### src/rtl/circ_pkg.sv
package circ_pkg;

  typedef enum logic [1:0] {
    KIND_IDX  = 2'd0,
    KIND_MOD  = 2'd1,
    KIND_LEN  = 2'd2,
    KIND_BASE = 2'd3
  } regKind_e;

  // strobes from control to datapath
  typedef struct packed {
    logic req0;
    logic req1;
    logic upd0;
    logic upd1;
    logic wrStb;
    logic clash;
  } ctrlStb_t;

endpackage

### src/rtl/circCtrl.sv
module circCtrl
  import circ_pkg::*;
#(
  parameter int SET_W = 2
) (
  input  logic             clk,
  input  logic             rstN,
  input  logic             wrEn,
  input  logic             p0Req,
  input  logic [SET_W-1:0] p0Set,
  input  logic             p1Req,
  input  logic [SET_W-1:0] p1Set,
  output ctrlStb_t         stb,
  output logic             p0Valid,
  output logic             p1Valid,
  output logic             conflict
);

  logic clash;

  assign clash = p0Req && p1Req && (p0Set == p1Set);

  always_comb begin
    stb.req0  = p0Req;
    stb.req1  = p1Req;
    stb.upd0  = p0Req;
    stb.upd1  = p1Req && !clash;
    stb.wrStb = wrEn;
    stb.clash = clash;
  end

  always_ff @(posedge clk) begin
    if (!rstN) begin
      p0Valid  <= 1'b0;
      p1Valid  <= 1'b0;
      conflict <= 1'b0;
    end else begin
      p0Valid  <= p0Req;
      p1Valid  <= p1Req;
      conflict <= clash;
    end
  end

endmodule

### src/rtl/circDatapath.sv
module circDatapath
  import circ_pkg::*;
#(
  parameter int NUM_SETS = 4,
  parameter int ADDR_W   = 32,
  localparam int SET_W   = $clog2(NUM_SETS)
) (
  input  logic              clk,
  input  logic              rstN,
  input  ctrlStb_t          stb,
  input  logic [1:0]        wrKind,
  input  logic [SET_W-1:0]  wrSet,
  input  logic [ADDR_W-1:0] wrData,
  input  logic [SET_W-1:0]  p0Set,
  input  logic              p0UseImm,
  input  logic [ADDR_W-1:0] p0Imm,
  input  logic [SET_W-1:0]  p1Set,
  input  logic              p1UseImm,
  input  logic [ADDR_W-1:0] p1Imm,
  output logic [ADDR_W-1:0] p0Addr,
  output logic [ADDR_W-1:0] p1Addr
);

  logic [ADDR_W-1:0] idxR  [NUM_SETS];
  logic [ADDR_W-1:0] modR  [NUM_SETS];
  logic [ADDR_W-1:0] lenR  [NUM_SETS];
  logic [ADDR_W-1:0] baseR [NUM_SETS];

  logic [ADDR_W-1:0] step0, step1, next0, next1;

  function automatic logic [ADDR_W-1:0] wrapNext(
    input logic [ADDR_W-1:0] idx,
    input logic [ADDR_W-1:0] stp,
    input logic [ADDR_W-1:0] len,
    input logic [ADDR_W-1:0] base
  );
    logic [ADDR_W-1:0] sum, lim;
    sum = idx + stp;
    lim = base + len;
    if (len == '0)       return sum;
    else if (sum >= lim) return sum - len;
    else if (sum < base) return sum + len;
    else                 return sum;
  endfunction

  assign step0 = p0UseImm ? p0Imm : modR[p0Set];
  assign step1 = p1UseImm ? p1Imm : modR[p1Set];
  assign next0 = wrapNext(idxR[p0Set], step0, lenR[p0Set], baseR[p0Set]);
  assign next1 = wrapNext(idxR[p1Set], step1, lenR[p1Set], baseR[p1Set]);

  always_ff @(posedge clk) begin
    if (!rstN) begin
      for (int s = 0; s < NUM_SETS; s++) begin
        idxR[s]  <= '0;
        modR[s]  <= '0;
        lenR[s]  <= '0;
        baseR[s] <= '0;
      end
      p0Addr <= '0;
      p1Addr <= '0;
    end else begin
      for (int s = 0; s < NUM_SETS; s++) begin
        if (stb.wrStb && wrSet == SET_W'(s) && wrKind == KIND_IDX)
          idxR[s] <= wrData;
        else if (stb.upd0 && p0Set == SET_W'(s))
          idxR[s] <= next0;
        else if (stb.upd1 && p1Set == SET_W'(s))
          idxR[s] <= next1;
        if (stb.wrStb && wrSet == SET_W'(s) && wrKind == KIND_MOD)  modR[s]  <= wrData;
        if (stb.wrStb && wrSet == SET_W'(s) && wrKind == KIND_LEN)  lenR[s]  <= wrData;
        if (stb.wrStb && wrSet == SET_W'(s) && wrKind == KIND_BASE) baseR[s] <= wrData;
      end
      if (stb.req0) p0Addr <= idxR[p0Set];
      if (stb.req1) p1Addr <= idxR[p1Set];
    end
  end

endmodule

### src/rtl/circAddrGen.sv
module circAddrGen
  import circ_pkg::*;
#(
  parameter int NUM_SETS = 4,
  parameter int ADDR_W   = 32,
  localparam int SET_W   = $clog2(NUM_SETS)
) (
  input  logic              clk,
  input  logic              rstN,
  input  logic              wrEn,
  input  logic [1:0]        wrKind,
  input  logic [SET_W-1:0]  wrSet,
  input  logic [ADDR_W-1:0] wrData,
  input  logic              p0Req,
  input  logic [SET_W-1:0]  p0Set,
  input  logic              p0UseImm,
  input  logic [ADDR_W-1:0] p0Imm,
  input  logic              p1Req,
  input  logic [SET_W-1:0]  p1Set,
  input  logic              p1UseImm,
  input  logic [ADDR_W-1:0] p1Imm,
  output logic [ADDR_W-1:0] p0Addr,
  output logic              p0Valid,
  output logic [ADDR_W-1:0] p1Addr,
  output logic              p1Valid,
  output logic              conflict
);

  ctrlStb_t stb;

  circCtrl #(.SET_W(SET_W)) uCtrl (
    .clk(clk), .rstN(rstN), .wrEn(wrEn),
    .p0Req(p0Req), .p0Set(p0Set), .p1Req(p1Req), .p1Set(p1Set),
    .stb(stb), .p0Valid(p0Valid), .p1Valid(p1Valid), .conflict(conflict)
  );

  circDatapath #(.NUM_SETS(NUM_SETS), .ADDR_W(ADDR_W)) uPath (
    .clk(clk), .rstN(rstN), .stb(stb),
    .wrKind(wrKind), .wrSet(wrSet), .wrData(wrData),
    .p0Set(p0Set), .p0UseImm(p0UseImm), .p0Imm(p0Imm),
    .p1Set(p1Set), .p1UseImm(p1UseImm), .p1Imm(p1Imm),
    .p0Addr(p0Addr), .p1Addr(p1Addr)
  );

endmodule

### config.mk
export PLATFORM = sky130hd
export DESIGN_NAME = circAddrGen
export DESIGN_NICKNAME = d
export VERILOG_FILES = /design/src/rtl/circ_pkg.sv /design/src/rtl/circCtrl.sv /design/src/rtl/circDatapath.sv /design/src/rtl/circAddrGen.sv
export SDC_FILE = /design/constraint.sdc
export NUM_CORES = 2
export LEC_CHECK = 0
export ABC_CLOCK_PERIOD_IN_PS = 18400
export BUFFER_PORTS_ARGS = -buffer_cell sky130_fd_sc_hd__buf_2
export CORE_ASPECT_RATIO = 2
export CORE_UTILIZATION = 40
export CTS_CLUSTER_DIAMETER = 200
export CTS_CLUSTER_SIZE = 16
export DETAILED_ROUTE_END_ITERATION = 8
export PLACE_DENSITY = 0.66
export SLEW_MARGIN = 20
export SYNTH_ARGS = -nofsm -noshare
export SYNTH_HDL_FRONTEND = slang
export SYNTH_SLANG_ARGS = --single-unit
### constraint.sdc
create_clock -name clk -period 18.4 [get_ports clk]
set_input_delay 3.68 -clock clk [delete_from_list [all_inputs] [get_ports clk]]
set_output_delay 3.68 -clock clk [all_outputs]
set_load 0.005 [all_outputs]
Word level (Yosys, flattened, before mapping)
Memories as Yosys holds them, arrays and structs flattened. Cells that the tools add are included.

Bits in registers: 67. Bits in writable memories: 512. Word-level logic and storage cells: 213. Memories: 4. Input bits: 111.

Memories: uPath.baseR (words 4, width 32, read ports 2, clocked after memory_dff 0, wr ports 4, line circDatapath.sv:27) `logic [ADDR_W-1:0] baseR [NUM_SETS];`; uPath.idxR (words 4, width 32, read ports 2, clocked after memory_dff 0, wr ports 4, line circDatapath.sv:24) `logic [ADDR_W-1:0] idxR [NUM_SETS];`; uPath.lenR (words 4, width 32, read ports 2, clocked after memory_dff 0, wr ports 4, line circDatapath.sv:26) `logic [ADDR_W-1:0] lenR [NUM_SETS];`; uPath.modR (words 4, width 32, read ports 2, clocked after memory_dff 0, wr ports 4, line circDatapath.sv:25) `logic [ADDR_W-1:0] modR [NUM_SETS];`.

Eq/ne operators: 13. Add/subtract/negate cells: 8. Magnitude comparators: 4. Bitwise gates (word level): 24. Mux-type cells: 117. Reductions and logical operators: 38.

Operators with widths (count): $mux W32 (32); $add A32 B32 Y32 (6); $mux W1 (85); $ge A32 B32 Y1 (2); $logic_not A32 Y1 (2); $lt A32 B32 Y1 (2); $sub A32 B32 Y32 (2); $logic_and A1 B1 Y1 (31); $or A1 B1 Y1 (24); $eq A2 B2 Y1 const B (8); $eq A2 B1 Y1 const B (4); $logic_not A2 Y1 (4); $eq A2 B2 Y1 (1); $logic_not A1 Y1 (1).

Depth between registers and ports, before layout
Word-level depth: 11. Depth in mapped cells: 37. Mapped depth without buffers: 30.

Hierarchy
Synthesis repeated with hierarchy kept, for this count alone.

Cell total of the unflattened synthesis: 4481. Area, all modules: 47001.3 µm².

Modules (own cells, without submodules): circDatapath (seq. area each 16656.0 µm², area an instance 46841.2 µm², cells each 4465, times used 1); circCtrl (seq. area each 60.1 µm², area an instance 160.2 µm², cells each 16, times used 1).

Least setup slack after synthesis
No wires, ideal clock.

Path type: input port to flip-flop. Start point: input port p1Set[0]. End point: memory uPath.idxR[1][12] (data pin). Cell stages on the path: 34. Path buffers: 7. Library setup time: 0.264 ns. Arrival: 11.563 ns. Slack: 6.574 ns. Path through: buf_2 -> buf_2 -> buf_2 -> buf_1 -> buf_1 -> mux4_2 -> mux2_2 -> ha_1 -> fa_1 -> a21o_1 -> a211oi_1 -> o211ai_1 -> o211a_1 -> a221oi_1 -> o31ai_1 -> o21ai_0 -> o21ai_0 -> a31oi_1 -> xnor2_1 -> ha_1 -> nand2_1 -> or3_1 -> nor2_1 -> o211ai_1 -> o31a_1 -> and2_1 -> clkbuf_1 -> nand3_2 -> nor2_2 -> buf_2 -> a221o_1 -> a22oi_1 -> o21ai_0 -> o21bai_1.

RTL lines: from (decl) (line circAddrGen.sv:19) `input logic [SET_W-1:0] p1Set,`; to (decl) (line circDatapath.sv:24).

==> flow_summary.json <==
{
  "status": "finished, final reports clean",
  "fp.dieW_um": 244,
  "die_area_mm2": 0.118,
  "timing.final.crit_share": 0.714,
  "antenna_found_initial": 9,
  "ant_nets": 0,
  "vdd_drop_max_mv": 0.102,
  "finalSetupTns_ps": 0,
  "synth_compound_area_frac": 0.173,
  "start_util": 0.403,
  "start_kind": "primary input",
  "syn_to_final_growth_pct": 8.87,
  "fin_util": 0.439,
  "final_net_count": 5034,
  "wl_mm": 214,
  "synth-main-ff-cell": "edfxtp_1",
  "drt-initial-drc-count": 4282,
  "crit_type": "in2reg",
  "worstSkewPairLatency_ps": 680,
  "fp.dieH_um": 486,
  "cts_resized": 0,
  "maxSlewHeadroom": 0.114,
  "syn_inst": 4470,
  "synth-adder-area-share": 0.104,
  "synth_xor_area_frac": 0.0260,
  "async_reset_ff_frac": 0,
  "r2r_cells": 25,
  "min_period_ps": 13130,
  "core_area_mm2": 0.116,
  "hold_violations": 0,
  "vias_per_cell": 6.53,
  "r2r-start": "uPath.modR[2][0]",
  "ys_seq_area_frac": 0.357,
  "routedWlPerCell_um": 35.1,
  "synth_top_family_by_area": "compound AO/OA/AOI/OAI gates",
  "grt_usage": 0.357,
  "crit_start": "p1Set[0]",
  "gr-total-overflow": 0,
  "synthTopCellsByArea": "edfxtp_1, mux4_2, ha_1",
  "synth_cell_types": 110,
  "grt_pass1_wl_mm": 297,
  "synthTopCellsByCount": "edfxtp_1, and2_1, ha_1",
  "setup.worst_path.end": "uPath.idxR[3][23]",
  "syn-mean-instance-area_um2": 10.5,
  "grt_max_degree": 62,
  "hold-worst-slack_ps": 493,
  "cts_inserted_buffers": 42,
  "synth.net_count": 4964,
  "via_count": 39800,
  "power.density_mw_per_mm2": 165,
  "clk_pin_slew_ps": 90,
  "min_path_type": "reg2reg",
  "rows": 177,
  "synth_top_area_frac": 0.329,
  "reg2reg_slack_ps": 8990,
  "route.detailed.drc": 0,
  "yosys.area_share.simple": 0.145,
  "post_cts_buffers": 0,
  "clockBufferDepth": 3,
  "synth_warnings": 0,
  "muxShareOfSynthArea": 0.154,
  "max_freq_ghz": 0.0762,
  "drv_cap": 0,
  "synthesis.area_mm2": 0.0468,
  "final-setup-viol-count": 0,
  "synth_edf_count": 512,
  "cp.required_ps": 18770,
  "gp_congestion": 1.03,
  "cts.sinks": 579,
  "drive_above_1_share": 0.169,
  "first_pass_iters": 8,
  "report.final.slew_viol_count": 0,
  "ctsHoldBuffers": 0,
  "crit_path_max_fanout": 38,
  "ys_ff_latch": 579,
  "synth.most_common_cell": "edfxtp_1",
  "synth_top_area_cell": "edfxtp_1",
  "fin_worst_skew_ps": 49.4,
  "hpwl_mm": 167,
  "cts_htree_levels": 2,
  "cts_root_buffer": "clkbuf_16",
  "grt_setup_unrepaired": "false",
  "io-pin-count": 178,
  "fillers": 11000,
  "io_buffers": 177,
  "cts_tree": "built",
  "rr_endpoint": "uPath.idxR[3][23]",
  "worst_pin_slew_ps": 1320,
  "cp-end-kind": "register",
  "arrival_ps": 13500,
  "leakage_nw": 20.3,
  "grt_pass1_vias": 40300
}
==> power by group <==
group          switching, mW  internal [mW]  leakage (nW)  total [mW]
clock network          0.506          0.433         0.579       0.939
registers             0.0640           1.57          5.59        1.64
logic                   3.98           1.84          14.1        5.82
==> final cells by class <==
type	instances	area [µm²]	share of cell area
Clock buffer	67	1140	0.0225
Antenna cell	10	25.0	0.000491
Timing Repair Buffer	280	1720	0.0338
Tap cell	1521	1900	0.0374
Multi-Input combinational cell	3399	28500	0.559
Inverter	238	893	0.0175
Sequential cell	579	16700	0.328
Clock inverter	4	78.8	0.00155
==> layer usage <==
layer | track usage | part of all wire
met2 | 0.631 | 0.50
met5 | 0 | 0
met4 | 0.371 | 0.13
met1 | 0.325 | 0.30
met3 | 0.0792 | 0.074
==> through the flow <==
step | power (mW) | setup slack, ps | cell area, µm² | instances
floorplan | 5.17 | 6570 | 46800 | 4470
global placement | 7.25 | 4830 | 49700 | 6016
detailed placement | 7.27 | 4760 | 49700 | 6016
CTS | 8.20 | 5440 | 50900 | 6087
global route | 8.72 | 4830 | 50900 | 6089
finish | 8.40 | 5270 | 50900 | 6098
==> worst min-delay path by stage <==
stage               cells after the start  slack, ps              from                to
floorplan                               2        490   uPath.p1Addr[0]   uPath.p1Addr[0]
finish                                  2        490  uPath.p0Addr[25]  uPath.p0Addr[25]
CTS                                     2        500   uPath.p0Addr[4]   uPath.p0Addr[4]
detailed placement                      2        480   uPath.p0Addr[4]   uPath.p0Addr[4]
global route                            2        510   uPath.p1Addr[3]   uPath.p1Addr[3]
global placement                        2        470  uPath.p0Addr[20]  uPath.p0Addr[20]
==> logic make-up after synthesis <==
group	Yosys count
simple gates	1327
compound gates	1163
flops	579
buf+inv	492
mux	390
fa+ha+maj	383
xor+xnor	136
==> worst max-delay path, stage by stage <==
cell and delay (ps):
buf_8 350, buf_4 560, buf_4 710, mux4_2 630
ha_1 400, a21o_1 190, a21o_1 180, a21oi_1 180
o221ai_1 170, a221oi_1 940, o31ai_1 340, o21ai_0 430
o21ai_0 240, a31oi_1 230, xnor2_1 230, ha_1 360
nand2_1 100, or3_1 510, nor2_1 190, o211ai_1 100
o31a_1 260, nand2_1 500, o21ai_2 350, buf_4 310
a21oi_1 830, o221ai_1 300
==> placed cells by master (no fill, tap or decap), drive strengths merged, types with 19 or more instances in the layout <==
| cell type | count |
|---|---|
| a21oi | 284 |
| mux2i | 70 |
| o211ai | 27 |
| o221ai | 40 |
| clkbuf | 68 |
| o31ai | 21 |
| o21a | 35 |
| edfxtp | 512 |
| a211o | 19 |
| mux4 | 256 |
| xnor2 | 74 |
| nand2b | 43 |
| nor2b | 28 |
| inv | 238 |
| o22ai | 28 |
| nand3 | 65 |
| a31oi | 35 |
| and2 | 398 |
| nor3 | 87 |
| a22oi | 21 |
| nor2 | 377 |
| o21bai | 52 |
| a21o | 107 |
| mux2 | 64 |
| nor4 | 26 |
| or3 | 27 |
| o21ai | 225 |
| nand4 | 31 |
| a221oi | 33 |
| a211oi | 35 |
| xor2 | 60 |
| dfxtp | 67 |
| buf | 279 |
| a221o | 39 |
| ha | 375 |
| nand2 | 192 |
==> flip-flops by register name, summed over array words and instances (netlist names) <==
| signal | flops |
|---|---|
| uCtrl.p1Valid | 1 |
| uCtrl.p0Valid | 1 |
| uPath.modR | 128 |
| uCtrl.conflict | 1 |
| uPath.baseR | 128 |
| uPath.p1Addr | 32 |
| uPath.idxR | 128 |
| uPath.lenR | 128 |
| uPath.p0Addr | 32 |
Note: power is estimated with default switching activity, not from simulation.
